## config.mk

```make
export PLATFORM = sky130hd
export DESIGN_NAME = twi_start_watch
export DESIGN_NICKNAME = d
export VERILOG_FILES = /design/src/rtl/twi_start_watch.sv
export SDC_FILE = /design/constraint.sdc
export NUM_CORES = 1
export LEC_CHECK = 0
export CAP_MARGIN = 15
export CORE_AREA = 2 2 39 41
export CTS_CLUSTER_SIZE = 28
export DETAILED_ROUTE_END_ITERATION = 12
export DIE_AREA = 0 0 41 43
export DONT_BUFFER_PORTS = 1
export PLACE_DENSITY = 0.3
export SYNTH_ARGS = -nofsm -noshare
export SYNTH_HDL_FRONTEND = slang
export SYNTH_SLANG_ARGS = --single-unit
```

## constraint.sdc

```tcl
create_clock -name clk -period 1 [get_ports clk]
set_input_delay 0.2 -clock clk [delete_from_list [all_inputs] [get_ports clk]]
set_output_delay 0.2 -clock clk [all_outputs]
set_load 0.01 [all_outputs]
```

## src/rtl/twi_start_watch.sv

```systemverilog
module twi_start_watch #(
  parameter int SDA_DLY = 1
) (
  input  logic clk,
  input  logic rst_n,
  input  logic tw_mode,
  input  logic sda_in,
  input  logic scl_in,
  input  logic shift_done,
  input  logic rel_strobe,
  input  logic irq_en,
  output logic start_flag,
  output logic irq,
  output logic wake_req,
  output logic scl_hold
);

  logic [SDA_DLY-1:0] sda_pipe;
  logic sda_dly, sda_prev, det, low_seen, shift_pend;

  assign sda_dly = sda_pipe[SDA_DLY-1];
  assign det     = tw_mode && scl_in && sda_prev && !sda_dly;

  always_ff @(posedge clk) begin
    if (!rst_n) begin
      sda_pipe   <= '1;
      sda_prev   <= 1'b1;
      start_flag <= 1'b0;
      low_seen   <= 1'b0;
      shift_pend <= 1'b0;
    end else begin
      sda_pipe[0] <= sda_in;
      for (int i = 1; i < SDA_DLY; i++) sda_pipe[i] <= sda_pipe[i-1];
      sda_prev <= sda_dly;

      if (det)             start_flag <= 1'b1;
      else if (rel_strobe) start_flag <= 1'b0;

      if (rel_strobe)                   low_seen <= 1'b0;
      else if (start_flag && !scl_in)   low_seen <= 1'b1;

      if (tw_mode && shift_done) shift_pend <= 1'b1;
      else if (rel_strobe)       shift_pend <= 1'b0;
    end
  end

  assign irq      = start_flag && irq_en;
  assign wake_req = start_flag;
  assign scl_hold = low_seen || shift_pend;

endmodule


```

==> results of run 1 <==
[state kept, by name, indices dropped and copies added (netlist names)]
register    flops
sda_dly         1
low_seen        1
start_flag      1
shift_pend      1
sda_prev        1
[power by group]
group          switching [uW]  internal, uW  total [uW]
logic                    7.05          12.3        19.3
registers                2.92           207         210
clock network            79.8           151         231
[cell usage in the layout (no fill, tap or decap)]
master | synthesis | routed
o211a_1 | 1 | 1
clkbuf_4 | 0 | 3
inv_1 | 1 | 1
buf_4 | 1 | 1
dfxtp_2 | 0 | 1
nand4b_1 | 1 | 1
dfxtp_1 | 5 | 4
clkbuf_1 | 0 | 1
a21boi_1 | 2 | 2
nor2b_1 | 1 | 1
nand2b_1 | 4 | 4
or2_4 | 0 | 1
and2_2 | 1 | 1
nand2_1 | 1 | 1
[metrics by stage]
step | cells | TNS, ps
after floorplan | 19 | 0
after global placement | 35 | 0
after detailed placement | 35 | 0
after CTS | 39 | -1.88
after global routing | 39 | -12.9
final | 39 | 0
[cell usage after synthesis (all sizes together)]
cell type  count  area [um2]
nor2b          1        6.26
dfxtp          5         100
a21boi         2        15.0
inv            1        3.75
o211a          1        10.0
nand4b         1        8.76
nand2          1        3.75
or2            1        6.26
buf            1        7.51
and2           1        7.51
nand2b         4        25.0
[layer usage]
metal  vias up  wire length [um]  GRT usage [%]
met1        63               132           4.52
met2         9               199           7.19
met4         0                 0           8.00
li1         69                 -              -
met5         -                 0              0
met3         0                52           4.19
[kinds of logic after synthesis]
group,after synthesis
AO/OA/AOI/OAI,3
flip-flops,5
AND/OR/NAND/NOR,9
buffers and inverters,2
[layout make-up]
type | instances | area share (%)
multi-input cells | 12 | 34.9
flip-flops and latches | 5 | 41.5
clock buffers | 4 | 10.8
inverters | 1 | 1.54
well taps | 16 | 8.21
repair buffers | 1 | 3.08
[timing repair]
action	in CTS	in global routing
hold buffers	0	0
gates resized for setup	1	1
gates cloned	0	0
endpoints found under the setup margin	1	4
[final timing paths]
kind | start | to | depth (start not counted)
max | shift_pend$_SDFFE_PN0P_ | scl_hold | 1
min | rst_n | sda_dly$_SDFF_PN1_ | 1
max reg2reg | start_flag$_SDFFE_PN0P_ | low_seen$_SDFFE_PP0P_ | 2
min reg2reg | sda_dly$_SDFF_PN1_ | sda_prev$_SDFF_PN1_ | 1
==> impl_metrics.csv, run 1 <==
group,metric,value,unit
run_status,status,"finished, final reports clean",
floorplan,core_area,1380,um2
drt,vias,141,
floorplan,die_height,43,um
sta,hold_ws,34.9,ps
drt,drt-pass1-iter-count,1,
floorplan,start_util,14.0,%
yosys,synth-seq-cells,5,
sta,max_freq,1010,MHz
worst_setup_path,crit_required,800,ps
worst_setup_path,start_kind,"flop",
cts,clk_latency,240,ps
grt,grt_pass1_wl,572,um
worst_setup_path,cp-end-kind,"output pin",
yosys,synthMuxAreaShare,0,%
floorplan,rows,14,
worst_setup_path,cpMaxStageDelayCell,"dfxtp_1",
floorplan,design.die.area,1760,um2
yosys,synth.distinct_cells,11,
cells_and_area,final_nets,32,
grt,antenna_found_initial,0,
yosys,synth_compound_area_share,12.9,%
yosys,synth_top_family_by_area,"simple AND/OR/NAND/NOR gates",
cells_and_area,diodes,0,
drt,routedWlPerCell,9.85,um
sta,tightest_slew,98.9,ps
grt,overflow,0,
worst_setup_path,critPathTopFamily,"flip-flops",
grt,grt_usage,5.73,%
placement,dp_slack,193,ps
drt,drtIter0Drc,0,
placement,dpl_cell_area,214,um2
placement,place_congestion,0.622,
worst_hold_path,hold_class,"input port to flop",
cells_and_area,area_delta_synth_final,25.8,%
yosys,synthXorXnorAreaFrac,0,%
drt,drc,0,
worst_setup_path,worstPathMaxFanout,2,
pwr,irDropWorstVdd,452,uV
cts,cts_sinks,5,
cts,cts_tree,"done",
sta,min_period,991,ps
floorplan,die_w,41,um
placement,portBuffers,0,
drt,ant_nets,0,
cts,cts_buffers,3,
drt,routed_wl,384,um
cts,path_clk_slew,40,ps
drt,routed_via_density,3.62,
pwr,power,460,uW
worst_setup_path,crit_path_cell_trace,"or2_4",
yosys,syn_area,194,um2
grt,grt_pass1_vias,142,
cts,clk_path_buf_depth,2,
worst_setup_path,crit_type,"flop to output pin",
yosys,syn-instance-count,19,
run,max_cap_viol_count,0,
cts,postCtsSetupBuffers,0,
pwr,leakage,0.000108,uW
cts,ctsHtreeMaxLevel,1,
yosys,ys_seq_area_share,51.6,%
sta,finalWorstSetupSlack,8.67,ps
yosys,ys_warn_count,0,
sta,timing.final.crit_share,99.1,%
cts,cts_root_buf,"clkbuf_4",
worst_setup_path,path_buf_inv,0,
sta,rsz0062_at_grt,"true",
sta,slew_headroom,93.4,%
cells_and_area,fin_area,244,um2
pwr,p_per_area,1890,nW/um2
floorplan,boundaryPins,12,
sta,hold_viol_final,0,
yosys,syn-mean-instance-area,10.2,um2
worst_setup_path,slowest_delay,300,ps
sta,setup_viol,0,
cells_and_area,multi_input_area,85.1,um2
sta,skew,0.714,ps
cells_and_area,n_fill_cell,159,
yosys,synth_fa_ha_area_share,0,%
worst_setup_path,arrival,790,ps
worst_setup_path,ff2ff_setup_slack,250,ps
cells_and_area,layout-drive-gt1-share,30.4,%
cells_and_area,fin_util,17.6,%
grt,grt_max_degree,6,
sta,maxSlewViolCount,0,
yosys,synth_nets,27,
cells_and_area,final-seq-area,101,um2
yosys,synth_simple_gate_area_share,29.7,%
Note: power is estimated with default switching activity, not from simulation.
==> run 2: changes to the inputs <==
--- a/config.mk
+++ b/config.mk
@@ -6,12 +6,15 @@
 export NUM_CORES = 1
 export LEC_CHECK = 0
 export CAP_MARGIN = 15
+export CELL_PAD_IN_SITES_DETAIL_PLACEMENT = 1
+export CELL_PAD_IN_SITES_GLOBAL_PLACEMENT = 1
 export CORE_AREA = 2 2 39 41
 export CTS_CLUSTER_SIZE = 28
 export DETAILED_ROUTE_END_ITERATION = 12
 export DIE_AREA = 0 0 41 43
 export DONT_BUFFER_PORTS = 1
 export PLACE_DENSITY = 0.3
+export SKIP_CTS_REPAIR_TIMING = 1
 export SYNTH_ARGS = -nofsm -noshare
 export SYNTH_HDL_FRONTEND = slang
 export SYNTH_SLANG_ARGS = --single-unit
==> run 2 against run 1 <==
Against the previous run:
- register-to-register slack barely moved
- sequential share of layout area did not move
- non-clock buffer count unchanged
- routed wire length shrank 5.5%
- flip-flop and latch count unchanged
- largest cell class unchanged
- clock-buffer cell count unchanged
- first-iteration DRC count did not move
- maximum frequency increased by 0.29%
- critical path type unchanged
- via count is 2.1% higher
- combinational power hardly changed
==> impl_metrics.csv, run 2 (synthesis gave the netlist of run 1 again) <==
group,metric,value,unit
floorplan,rows,14,
worst_setup_path,rr_startpoint,"start_flag$_SDFFE_PN0P_",
drt,ant_nets,0,
cts,clk_latency,240,ps
cells_and_area,final_cell_mix,"nand2b_1, dfxtp_1, clkbuf_4, a21boi_1",
sta,maxSlewViolCount,0,
grt,grt_usage,5.84,%
worst_setup_path,cpMaxStageDelayCell,"dfxtp_1",
worst_hold_path,hold_class,"input port to flop",
worst_setup_path,start_kind,"flop",
run_status,status,"finished, final reports clean",
pwr,p_per_area,1870,nW/um2
placement,dpl_cell_area,214,um2
cells_and_area,final_nets,32,
worst_setup_path,r2r_cells,2,
sta,timing.final.crit_share,98.8,%
grt,grt_pass1_wl,614,um
drt,drtIter0Drc,0,
cells_and_area,fin_area,244,um2
cts,cts_buffers,3,
drt,vias,144,
worst_setup_path,crit_type,"flop to output pin",
cts,ctsHtreeMaxLevel,1,
run,max_cap_viol_count,0,
cts,cts_sinks,5,
worst_setup_path,path_buf_inv,0,
sta,hold_ws,34.2,ps
sta,tightest_slew,96.4,ps
worst_setup_path,critPathLaunch,"shift_pend$_SDFFE_PN0P_",
worst_setup_path,timing.critical_path.to,"scl_hold",
drt,routedWlPerCell,9.31,um
sta,max_freq,1010,MHz
pwr,leakage,0.000108,uW
worst_setup_path,crit_path_cell_trace,"or2_4",
cells_and_area,layout-drive-gt1-share,30.4,%
floorplan,core_area,1380,um2
placement,place_congestion,0.583,
cells_and_area,diodes,0,
cts,cts_tree,"done",
cts,path_clk_slew,40,ps
worst_setup_path,critPathTopFamily,"flip-flops",
worst_setup_path,worstPathMaxFanout,2,
sta,hold_viol_final,0,
grt,grt_pass1_vias,164,
drt,drc,0,
worst_setup_path,arrival,790,ps
worst_setup_path,cp-end-kind,"output pin",
sta,tns,0,ps
sta,slew_headroom,93.6,%
worst_setup_path,path_depth,1,
drt,routed_via_density,3.69,
placement,portBuffers,0,
sta,setup_viol,0,
worst_setup_path,ff2ff_setup_slack,250,ps
floorplan,start_util,14.0,%
grt,antenna_found_initial,0,
grt,grt_max_degree,6,
sta,skew,3.87,ps
worst_setup_path,regToRegEndpoint,"low_seen$_SDFFE_PP0P_",
worst_setup_path,slowest_delay,300,ps
floorplan,die_w,41,um
drt,routed_wl,363,um
sta,rsz0062_at_grt,"true",
floorplan,design.die.area,1760,um2
cts,cts_root_buf,"clkbuf_4",
floorplan,die_height,43,um
grt,overflow,0,
cts,clk_path_buf_depth,2,
cells_and_area,fin_util,17.6,%
sta,min_period,988,ps
pwr,irDropWorstVdd,504,uV
worst_setup_path,crit_required,800,ps
drt,drt-pass1-iter-count,1,
placement,dp_cells,35,
cells_and_area,fin_cells,39,
floorplan,boundaryPins,12,
cells_and_area,area_delta_synth_final,25.8,%
## run 2: cell counts in the layout (fill, tap and decap cells not counted)
Identical to the previous run, type by type.
## run 2: layout make-up
| type | count | area [um2] |
|---|---|---|
| clock buffers | 4 | 26.3 |
| multi-input cells | 12 | 85.1 |
| fillers | 164 | 1140 |
| repair buffers | 1 | 7.51 |
| flip-flops and latches | 5 | 101 |
| inverters | 1 | 3.75 |
| well taps | 16 | 20.0 |
## run 2: stage by stage
| step | power [uW] | setup WS (ps) |
|---|---|---|
| 4_1_cts | 469 | -67.6 |
| 2_1_floorplan | 230 | 205 |
| 3_5_place_dp | 232 | 194 |
| 6_report | 456 | 11.6 |
| 5_1_grt | 496 | -22.0 |
| 3_3_place_gp | 232 | 195 |
## run 2: worst min path at each step
| stage | start | to | slack [ps] | cells past startpoint |
|---|---|---|---|---|
| 5_1_grt | rst_n | sda_prev$_SDFF_PN1_ | 20 | 1 |
| 2_1_floorplan | rst_n | sda_prev$_SDFF_PN1_ | 270 | 1 |
| 3_3_place_gp | rst_n | sda_prev$_SDFF_PN1_ | 280 | 1 |
| 6_report | rst_n | sda_prev$_SDFF_PN1_ | 30 | 1 |
| 4_1_cts | rst_n | sda_prev$_SDFF_PN1_ | 20 | 1 |
| 3_5_place_dp | rst_n | sda_prev$_SDFF_PN1_ | 280 | 1 |
## run 2: layer usage
metal | wire (um) | GRT usage, %
met5 | 0 | 0
met4 | 0 | 6.00
met3 | 50 | 5.24
met1 | 147 | 5.18
met2 | 165 | 7.19
## run 2: where the power goes
part	switching, uW	total [uW]	internal [uW]
sequential	2.94	210	208
clock	76.3	227	150
combinational	6.96	19.2	12.3
total	86.2	456	370
